===== src/rtl/alc_pkg.sv =====
package alc_pkg;

    typedef logic [5:0] gain_t;

    typedef enum logic [1:0] {
        SEL_OFF   = 2'b00,
        SEL_RIGHT = 2'b01,
        SEL_LEFT  = 2'b10,
        SEL_BOTH  = 2'b11
    } alc_sel_e;

    typedef enum logic {
        MODE_ALC   = 1'b0,
        MODE_LIMIT = 1'b1
    } alc_mode_e;

    typedef struct packed {
        gain_t ceil_code;
        gain_t floor_code;
    } gain_bounds_t;

    // Ceiling: -18 dB + 6 dB * m, on the 0.75 dB grid from -23.25 dB
    function automatic gain_t max_code(input logic [2:0] m);
        return {m, 3'b111};
    endfunction

    // Floor: -23.25 dB + 6 dB * n
    function automatic gain_t min_code(input logic [2:0] n);
        return {n, 3'b000};
    endfunction

    // Target level in 0.75 dB units: -28.5 dBFS + 1.5 dB * t
    function automatic logic signed [7:0] target_lvl(input logic [3:0] t);
        return $signed({3'b000, t, 1'b0}) - 8'sd38;
    endfunction

    function automatic int unsigned hold_len(input logic [3:0] code, input int unsigned base);
        if (code == 4'd0) return 0;
        return base << (code - 4'd1);
    endfunction

    function automatic int unsigned step_len(input logic [3:0] code, input int unsigned base);
        return base << ((code > 4'd10) ? 4'd10 : code);
    endfunction

    function automatic gain_t clamp_gain(input gain_t g, input gain_bounds_t b);
        gain_t r;
        r = (g > b.ceil_code) ? b.ceil_code : g;
        r = (r < b.floor_code) ? b.floor_code : r;
        return r;
    endfunction

endpackage


===== src/rtl/alc_timer.sv =====
module alc_timer #(
    parameter int unsigned HOLD_BASE = 128,
    parameter int unsigned STEP_BASE = 144,
    parameter int HW = 22,
    parameter int SW = 18
) (
    input  logic       clk,
    input  logic       rst,
    input  logic       clr,
    input  logic       tick,
    input  logic       over,
    input  logic [3:0] hold_sel,
    input  logic [3:0] decay_sel,
    output logic       up
);
    logic [HW-1:0] hold_cnt;
    logic [HW-1:0] hold_lim;
    logic [SW-1:0] dec_cnt;
    logic [SW-1:0] step_lim;
    logic [SW:0]   dec_nx;
    logic          in_hold;

    assign hold_lim = HW'(alc_pkg::hold_len(hold_sel, HOLD_BASE));
    assign step_lim = SW'(alc_pkg::step_len(decay_sel, STEP_BASE));
    assign in_hold  = hold_cnt < hold_lim;
    assign dec_nx   = {1'b0, dec_cnt} + {{SW{1'b0}}, 1'b1};
    assign up       = tick && !over && !in_hold && (dec_nx >= {1'b0, step_lim});

    always_ff @(posedge clk) begin
        if (rst || clr) begin
            hold_cnt <= '0;
            dec_cnt  <= '0;
        end else if (tick) begin
            if (over) begin
                hold_cnt <= '0;
                dec_cnt  <= '0;
            end else if (in_hold) begin
                hold_cnt <= hold_cnt + HW'(1);
            end else if (up) begin
                dec_cnt <= '0;
            end else begin
                dec_cnt <= dec_nx[SW-1:0];
            end
        end
    end
endmodule


===== src/rtl/alc_gain.sv =====
module alc_gain
    import alc_pkg::*;
(
    input  logic         clk,
    input  logic         rst,
    input  logic         load,
    input  gain_t        load_val,
    input  logic         down,
    input  logic         up,
    input  alc_mode_e    mode,
    input  gain_bounds_t bnd,
    output gain_t        gain
);
    gain_t g_q, g_n, ceil_q, up_bound;
    logic  lim_q;

    always_comb begin
        up_bound = bnd.ceil_code;
        if (mode == MODE_LIMIT && lim_q && ceil_q < bnd.ceil_code)
            up_bound = ceil_q;
        g_n = g_q;
        if (load)
            g_n = load_val;
        else if (down)
            g_n = (g_q > bnd.floor_code) ? g_q - 6'd1 : g_q;
        else if (up)
            g_n = (g_q < up_bound) ? g_q + 6'd1 : g_q;
        g_n = clamp_gain(g_n, bnd);
    end

    always_ff @(posedge clk) begin
        if (rst) begin
            g_q    <= '0;
            ceil_q <= '0;
            lim_q  <= 1'b0;
        end else begin
            g_q <= g_n;
            if (load) begin
                lim_q <= 1'b0;
            end else if (down && mode == MODE_LIMIT && !lim_q) begin
                lim_q  <= 1'b1;
                ceil_q <= g_q;
            end
        end
    end

    assign gain = g_q;
endmodule


===== src/rtl/alc_core.sv =====
module alc_core #(
    parameter int unsigned HOLD_BASE = 128,
    parameter int unsigned STEP_BASE = 144
) (
    input  logic              clk,
    input  logic              rst,
    input  logic              smp_stb,
    input  logic signed [7:0] level,
    input  logic [1:0]        sel,
    input  logic              mode_in,
    input  logic [2:0]        max_sel,
    input  logic [2:0]        min_sel,
    input  logic [3:0]        target_sel,
    input  logic [3:0]        hold_sel,
    input  logic [3:0]        decay_sel,
    input  logic [5:0]        man_l,
    input  logic [5:0]        man_r,
    output logic [5:0]        gain_l,
    output logic [5:0]        gain_r,
    output logic              active
);
    import alc_pkg::*;

    localparam int HW = $clog2((HOLD_BASE << 14) + 1);
    localparam int SW = $clog2((STEP_BASE << 10) + 1);

    alc_sel_e     sel_e, sel_prev;
    alc_mode_e    mode_q;
    gain_bounds_t bnd;
    gain_t        load_val, loop_gain;
    logic         load, tick, over, up;

    assign sel_e  = alc_sel_e'(sel);
    assign active = (sel_e != SEL_OFF);
    assign load   = (sel_e == SEL_OFF) || (sel_e != sel_prev);
    assign tick   = smp_stb && active;
    assign over   = level > target_lvl(target_sel);

    assign bnd.ceil_code  = max_code(max_sel);
    assign bnd.floor_code = min_code(min_sel);
    assign load_val = clamp_gain((sel_e == SEL_RIGHT) ? man_r : man_l, bnd);

    always_ff @(posedge clk) begin
        if (rst) begin
            sel_prev <= SEL_OFF;
            mode_q   <= MODE_ALC;
        end else begin
            sel_prev <= sel_e;
            if (sel_e == SEL_OFF)
                mode_q <= alc_mode_e'(mode_in);
        end
    end

    alc_timer #(
        .HOLD_BASE(HOLD_BASE),
        .STEP_BASE(STEP_BASE),
        .HW(HW),
        .SW(SW)
    ) u_timer (
        .clk      (clk),
        .rst      (rst),
        .clr      (load),
        .tick     (tick),
        .over     (over),
        .hold_sel (hold_sel),
        .decay_sel(decay_sel),
        .up       (up)
    );

    alc_gain u_gain (
        .clk     (clk),
        .rst     (rst),
        .load    (load),
        .load_val(load_val),
        .down    (tick && over),
        .up      (up),
        .mode    (mode_q),
        .bnd     (bnd),
        .gain    (loop_gain)
    );

    // Bit 1 hands the left channel to the loop, bit 0 the right channel
    assign gain_l = sel[1] ? loop_gain : man_l;
    assign gain_r = sel[0] ? loop_gain : man_r;
endmodule


===== config.mk =====
export PLATFORM = sky130hd
export DESIGN_NAME = alc_core
export DESIGN_NICKNAME = d
export VERILOG_FILES = /design/src/rtl/alc_pkg.sv /design/src/rtl/alc_timer.sv /design/src/rtl/alc_gain.sv /design/src/rtl/alc_core.sv
export SDC_FILE = /design/constraint.sdc
export NUM_CORES = 1
export LEC_CHECK = 0
export ABC_AREA = 1
export ABC_CLOCK_PERIOD_IN_PS = 5350
export BUFFER_PORTS_ARGS = -buffer_cell sky130_fd_sc_hd__buf_2
export CAP_MARGIN = 40
export CORE_MARGIN = 3
export CORE_UTILIZATION = 45
export CTS_CLUSTER_SIZE = 40
export DETAILED_ROUTE_END_ITERATION = 6
export HOLD_SLACK_MARGIN = 0.03
export PLACE_DENSITY = 0.66
export RECOVER_POWER = 100
export SYNTH_ARGS = -nofsm -noshare
export SYNTH_HDL_FRONTEND = slang
export SYNTH_HIERARCHICAL = 1
export SYNTH_SLANG_ARGS = --single-unit

===== constraint.sdc =====
create_clock -name clk -period 5.35 [get_ports clk]
set_input_delay 0.8025 -clock clk [delete_from_list [all_inputs] [get_ports clk]]
set_output_delay 0.8025 -clock clk [all_outputs]
set_load 0.02 [all_outputs]

==> results of run 1 <==
-- final cells by class --
cell class                 count  area (um2)
clock buffer                   5       125.1
fill                        1327        5528
tap                          172       215.2
inverter                     124       471.7
clock inverter                 1       30.03
sequential                    56        1125
timing repair buffer         133       860.8
multi-input combinational    757        4469
-- timing repair --
action | in CTS | in global routing
pin swaps | 6 | 36
gates cloned | 0 | 1
buffers inserted | 2 | 6
gates resized for setup | 5 | 46
endpoints found under the setup margin | 6 | 6
-- routing by layer --
layer / track usage [%] / routed length (um)
met4: 6.933 / 313
met1: 29.15 / 7431
met2: 36.40 / 7424
met5: 0 / 0
met3: 3.683 / 582
-- registers in the layout, indices dropped and copies added (netlist names) --
name / flops
u_gain/ceil_q: 6
u_gain/lim_q: 1
sel_prev: 2
u_timer/hold_cnt: 22
u_gain/gain: 6
mode_q: 1
u_timer/dec_cnt: 18
-- power groups by stage --
stage                     logic, W  registers, W  clock network [W]
after floorplan           0.000399      0.000462                  0
after global placement    0.000572      0.000486                  0
after detailed placement  0.000581      0.000485                  0
after CTS                 0.000591      0.000476           0.000384
after global routing      0.000726      0.000479           0.000397
final                     0.000642      0.000476           0.000370
-- cells in the mapped netlist, types with 3 or more instances --
master      n
o21ai_0    37
nand2_1   274
nand2_4     3
inv_1     113
o21ai_1    11
nand3_1    49
nor3_2      5
dfxtp_1    56
nor2_2      7
a21oi_2     9
a21oi_1    78
buf_6       3
ha_1       72
nand3_2     6
xor2_1     16
nor2_4      4
nand3b_1    3
xnor2_1    11
buf_4       4
o211ai_1    5
nand2_2    17
nor2_1     80
buf_2       3
inv_2       9
nand4_1    29
nor3_1     13
clkbuf_1   10
-- layout by cell type, fill, tap and decap left out, drive strengths merged, types with 10 or more instances in the layout --
cell type  count
buf          116
nand2        296
nand3         55
dfxtp         56
a21oi         87
o21ai         48
ha            72
nor2          91
xor2          17
nand4         30
xnor2         11
inv          123
conb          10
nor3          20
clkbuf        22
-- worst min-delay path, stage by stage, from the launching register on --
cell	delay, ps
dfxtp_1	330
nand2_1	70
a21oi_1	50
-- through the flow --
stage / cell area [um2] / utilization (%)
finish: 7297 / 56.90
global route: 7297 / 56.90
CTS: 7101 / 55.37
detailed placement: 6915 / 53.92
global placement: 6889 / 53.72
floorplan: 6028 / -
-- kinds of logic (layout without fill, tap and decap cells) --
group	after synthesis	in the layout	synth area share [%]
AND/OR/NAND/NOR	498	499	38.21
flip-flops	56	56	18.76
buffers and inverters	145	263	10.05
adder cells (fa/ha/maj)	72	72	15.08
other	2	10	0.1257
AO/OA/AOI/OAI	148	148	13.55
XOR/XNOR	28	28	4.229
-- final timing paths --
check	endpoint	cells after the start
hold / removal	mode_q	2
setup / recovery	u_gain/gain[2]	40
setup reg to reg	u_gain/gain[2]	43
hold reg to reg	mode_q	2
==> out/metrics.cfg, run 1 <==
[global_route]
grt_pass1_wl_mm = 26.52
antenna_found_initial = 0
grt_overflow = 0
grt_pass1_vias = 5725
grt_max_degree = 20
grt_usage_pct = 21.95

[synthesis]
ys_top_cells_by_area = dfxtp_1 (19%), nand2_1 (17%), ha_1 (15%)
ys_warn_count = 6
synth_area_um2 = 5976
synth_cell_type_count = 45
synth_ff_type = dfxtp_1
synth_seq_cells = 56
async_flop_share_pct = 0
syn_area_per_cell_um2 = 6.297
ys_seq_area_share_pct = 18.76
synth_edf_count = 0
postSynthCellCount = 949
synth.top_cell.area_share_pct = 18.76
yosysTopAreaCell = dfxtp_1

[floorplanning]
die_h_um = 121.2
num_io_pins = 57
design.die.area_um2 = 14700
core-area_um2 = 12820
rows = 41
die_x_um = 121.2
start_util_pct = 46.60

[power]
power.switching_w = 0.0005756
cellLeakagePower_nw = 3.501
p_int_w = 0.0009128
seq_power_share_pct = 32.0
p_sw_share_pct = 38.67
pwr-share-clk_pct = 24.9
power_density_nw_per_um2 = 204.0
ir_worst_vdd_v = 0.0002146
report.power.total_w = 0.001488
p_comb_share_pct = 43.1

[setup_path]
start_kind = input port
critPathBufInv = 9
cp_common_cell = nand2_1
crit_arrival_ps = 5450
startpoint = decay_sel[0]
critPathRequiredTime_ps = 5550
r2r-start = u_timer/dec_cnt[0]
worst_setup_path_end_kind = flop
rrSetupSlack_ps = 160
critical_path.top_delay_family = simple AND/OR/NAND/NOR gates
cp_slowest_stage_delay_ps = 340
worstSetupPathType = in2reg
path_max_fanout = 6
critPathSlowestCell = ha_1

[status]
status = complete, no violations

[sta]
setup_violations = 0
min_period_ps = 5254
fin_crit_sh_pct = 98.20
rsz0062_at_grt = yes
max_freq_mhz = 190.3
setup_slack_ps = 96.41
drv_slew = 0
finalHoldViolCount = 0
holdWs_ps = 487.7
tns_ps = 0
max_slew.worst_pin.slew_ps = 601.9
fin_skew_ps = 3.928
slew-limit-headroom_pct = 59.88

[min_path]
hp-class = reg2reg
min-delay-start = mode_q

[detailed_routing]
routed_via_density = 5.029
ant_nets = 0
drt-initial-drc-count = 344
first_pass_iters = 6
vias = 6276
drc = 0
avgRoutedWirePerCell_um = 12.62
wirelength_mm = 15.75

[job]
drv_cap = 0

[finish]
drive_gt1_share_pct = 21.47
final_cell_count_no_fill = 1248
syn_to_final_growth_pct = 22.11
fin_nets = 1193
antenna_cells = 0

[clock_tree]
cts_sinks = 56
cts_root_buf = clkbuf_16
cts_tree = built
clk_pin_slew_worst_paths_ps = 70
cts_hold_buffers = 0
cts_buffers = 5
h-tree-depth = 2
clock_latency_ps = 300
clk_path_buf_depth = 2

[placement]
io_buffers = 56
place_ws_ps = -522.6
placedCellCount = 1233
dpl.hpwl_mm = 12.41
place_congestion = 0.9516

(Power assumes the default switching activity.)
==> run 2: changes to the inputs <==
Settings changed: ABC_CLOCK_PERIOD_IN_PS 5350 to 4600.
Clock period 5.35 ns to 4.6 ns, I/O delays scaled along.
==> run 2 against run 1 <==
Compared with the run above:
- the flow now finishes with violations (setup timing)
- sequential cell count is the same
- sequential share of layout area down 0.96 points
- critical endpoint is now u_gain/gain[1]
- clock power up 11%
- non-clock buffer count rose by 56
- combinational power is 22% higher
- cell count grew 4.6%
==> out/metrics.cfg, run 2 (same netlist as run 1, synthesis figures left out) <==
[placement]
place_area_um2 = 7390  ; was 6915 um2
place_ws_ps = -861.1  ; was -522.6 ps
dpl.hpwl_mm = 12.87  ; was 12.41 mm
place_congestion = 0.9826  ; was 0.9516
io_buffers = 56  ; unchanged

[finish]
syn_to_final_growth_pct = 30.93  ; was 22.11%
regMostFlops = u_timer/hold_cnt  ; unchanged
fin_nets = 1248  ; was 1193
fin_util_pct = 61.00  ; was 56.90%
antenna_cells = 0  ; unchanged
final_area_um2 = 7824  ; was 7297 um2
largest_reg_flops = 22  ; unchanged
mostFrequentLayoutCells = nand2_1 (266), buf_4 (121), inv_1 (111)  ; was nand2_1 (268), inv_1 (111), a21oi_1 (76)
multi_input_area_um2 = 4578  ; was 4469 um2
reg.largest.list = u_timer/hold_cnt: 22 flops, u_timer/dec_cnt: 18 flops  ; unchanged
fillers = 1280  ; was 1327
drive_gt1_share_pct = 26.21  ; was 21.47%
seq_area_um2 = 1131  ; was 1125 um2
final_common_cell = nand2_1  ; unchanged

[sta]
slew-limit-headroom_pct = 14.38  ; was 59.88%
max_freq_mhz = 195.3
fin_skew_ps = 5.314  ; was 3.928 ps
finalHoldViolCount = 0  ; unchanged
max_slew.worst_pin.slew_ps = 1284  ; was 601.9 ps
setup_violations = 6  ; was 0
drv_slew = 0  ; unchanged
rsz0062_at_grt = yes  ; unchanged
setup_slack_ps = -520.0  ; was 96.41 ps
tns_ps = -3031  ; was 0 ps
min_period_ps = 5120
fin_crit_sh_pct = 111.3

[clock_tree]
cts_sinks = 56  ; unchanged
cts_root_buf = clkbuf_16  ; unchanged
cts_tree = built  ; unchanged
clk_pin_slew_worst_paths_ps = 80  ; was 70 ps
clock_latency_ps = 300  ; about the same
h-tree-depth = 2  ; unchanged
cts_buffers = 5  ; unchanged
clk_path_buf_depth = 2  ; unchanged
cts_hold_buffers = 0  ; unchanged

[floorplanning]
start_util_pct = 46.60  ; unchanged
rows = 41  ; unchanged
num_io_pins = 57  ; unchanged
die_x_um = 121.2  ; unchanged
die_h_um = 121.2  ; unchanged
core-area_um2 = 12820  ; unchanged
design.die.area_um2 = 14700  ; unchanged

[detailed_routing]
routed_via_density = 4.988  ; was 5.029
ant_nets = 0  ; unchanged
wirelength_mm = 16.46  ; was 15.75 mm
drc = 0  ; unchanged
avgRoutedWirePerCell_um = 12.61  ; was 12.62 um
drt-initial-drc-count = 348  ; was 344
first_pass_iters = 5  ; was 6
vias = 6509  ; was 6276

[setup_path]
r2r-start = u_timer/dec_cnt[1]  ; was u_timer/dec_cnt[0]
critPathSlowestCell = a21oi_1  ; was ha_1
start_kind = input port  ; unchanged
worst_setup_path_end_kind = flop  ; unchanged
cp_slowest_stage_delay_ps = 390  ; was 340 ps
worstSetupPathType = in2reg  ; unchanged
path_max_fanout = 6  ; unchanged
startpoint = target_sel[0]  ; was decay_sel[0]
critPathRequiredTime_ps = 4800  ; was 5550 ps
cp_common_cell = nand2_2  ; was nand2_1
crit_arrival_ps = 5320  ; was 5450 ps

[job]
drv_cap = 0  ; unchanged

[status]
violations = setup timing
status = finished with violations  ; was complete, no violations

[min_path]
hp-class = reg2reg  ; unchanged
min-delay-start = mode_q  ; unchanged

[global_route]
grt_max_degree = 26  ; was 20
grt_pass1_vias = 6022  ; was 5725
grt_overflow = 0  ; unchanged
antenna_found_initial = 0  ; unchanged
grt_usage_pct = 22.73  ; was 21.95%
grt_pass1_wl_mm = 27.60  ; was 26.52 mm

[power]
ir_worst_vdd_v = 0.0001886  ; was 0.0002146 V
cellLeakagePower_nw = 3.793  ; was 3.501 nW
report.power.total_w = 0.001725  ; was 0.001488 W
power_density_nw_per_um2 = 220.5  ; was 204.0 nW/um2

[run 2: timing repair]
action | in CTS | in global routing
setup endpoints to repair | 6 | 6
cloned | 1 | 0
pin swaps | 13 | 32
hold endpoints to repair | 0 | 0
resized for setup | 21 | 37
buffers inserted | 6 | 2
[run 2: power by group]
part	internal (W)	switching (W)
Sequential	0.000501	0.0000319
Combinational	0.000328	0.000455
Clock	0.000207	0.000203
Total	0.00104	0.000690
[run 2: worst max-delay path, delay by kind of cell]
family,cells,cell delay (ps)
AOI/OAI and AO/OA,11,1510
and+or+nand+nor,15,1450
adders and majority gates,4,1020
buffers and inverters,4,490
xor gates and xnor gates,1,140
[run 2: metal layers]
metal  vias up  GRT usage [%]  part of all wire, %
li1       3451              -                    -
met1      2912          31.20                   47
met2       123          38.52                   47
met3        23          2.517                  4.0
met4         0          4.972                  1.6
met5         -              0                    0
[run 2: final timing paths]
kind	to	slack, ps	cells past startpoint
max	u_gain/gain[1]	-520	35
min reg2reg	mode_q	490	2
min	mode_q	490	2
max reg2reg	u_gain/gain[1]	-480	38
[run 2: final cells by class]
type	instances	share of cell area, %
Multi-Input combinational cell	756	58.52
Timing Repair Buffer	189	16.30
Sequential cell	56	14.46
Inverter	124	6.061
Tap cell	172	2.751
Clock buffer	5	1.599
Clock inverter	3	0.3198
[run 2: stage by stage]
| stage | instances | hold WS [ps] |
|---|---|---|
| floorplan | 957 | 448.2 |
| global placement | 1287 | 470.6 |
| detailed placement | 1288 | 470.3 |
| CTS | 1303 | 482.0 |
| global route | 1305 | 511.5 |
| finish | 1305 | 486.4 |
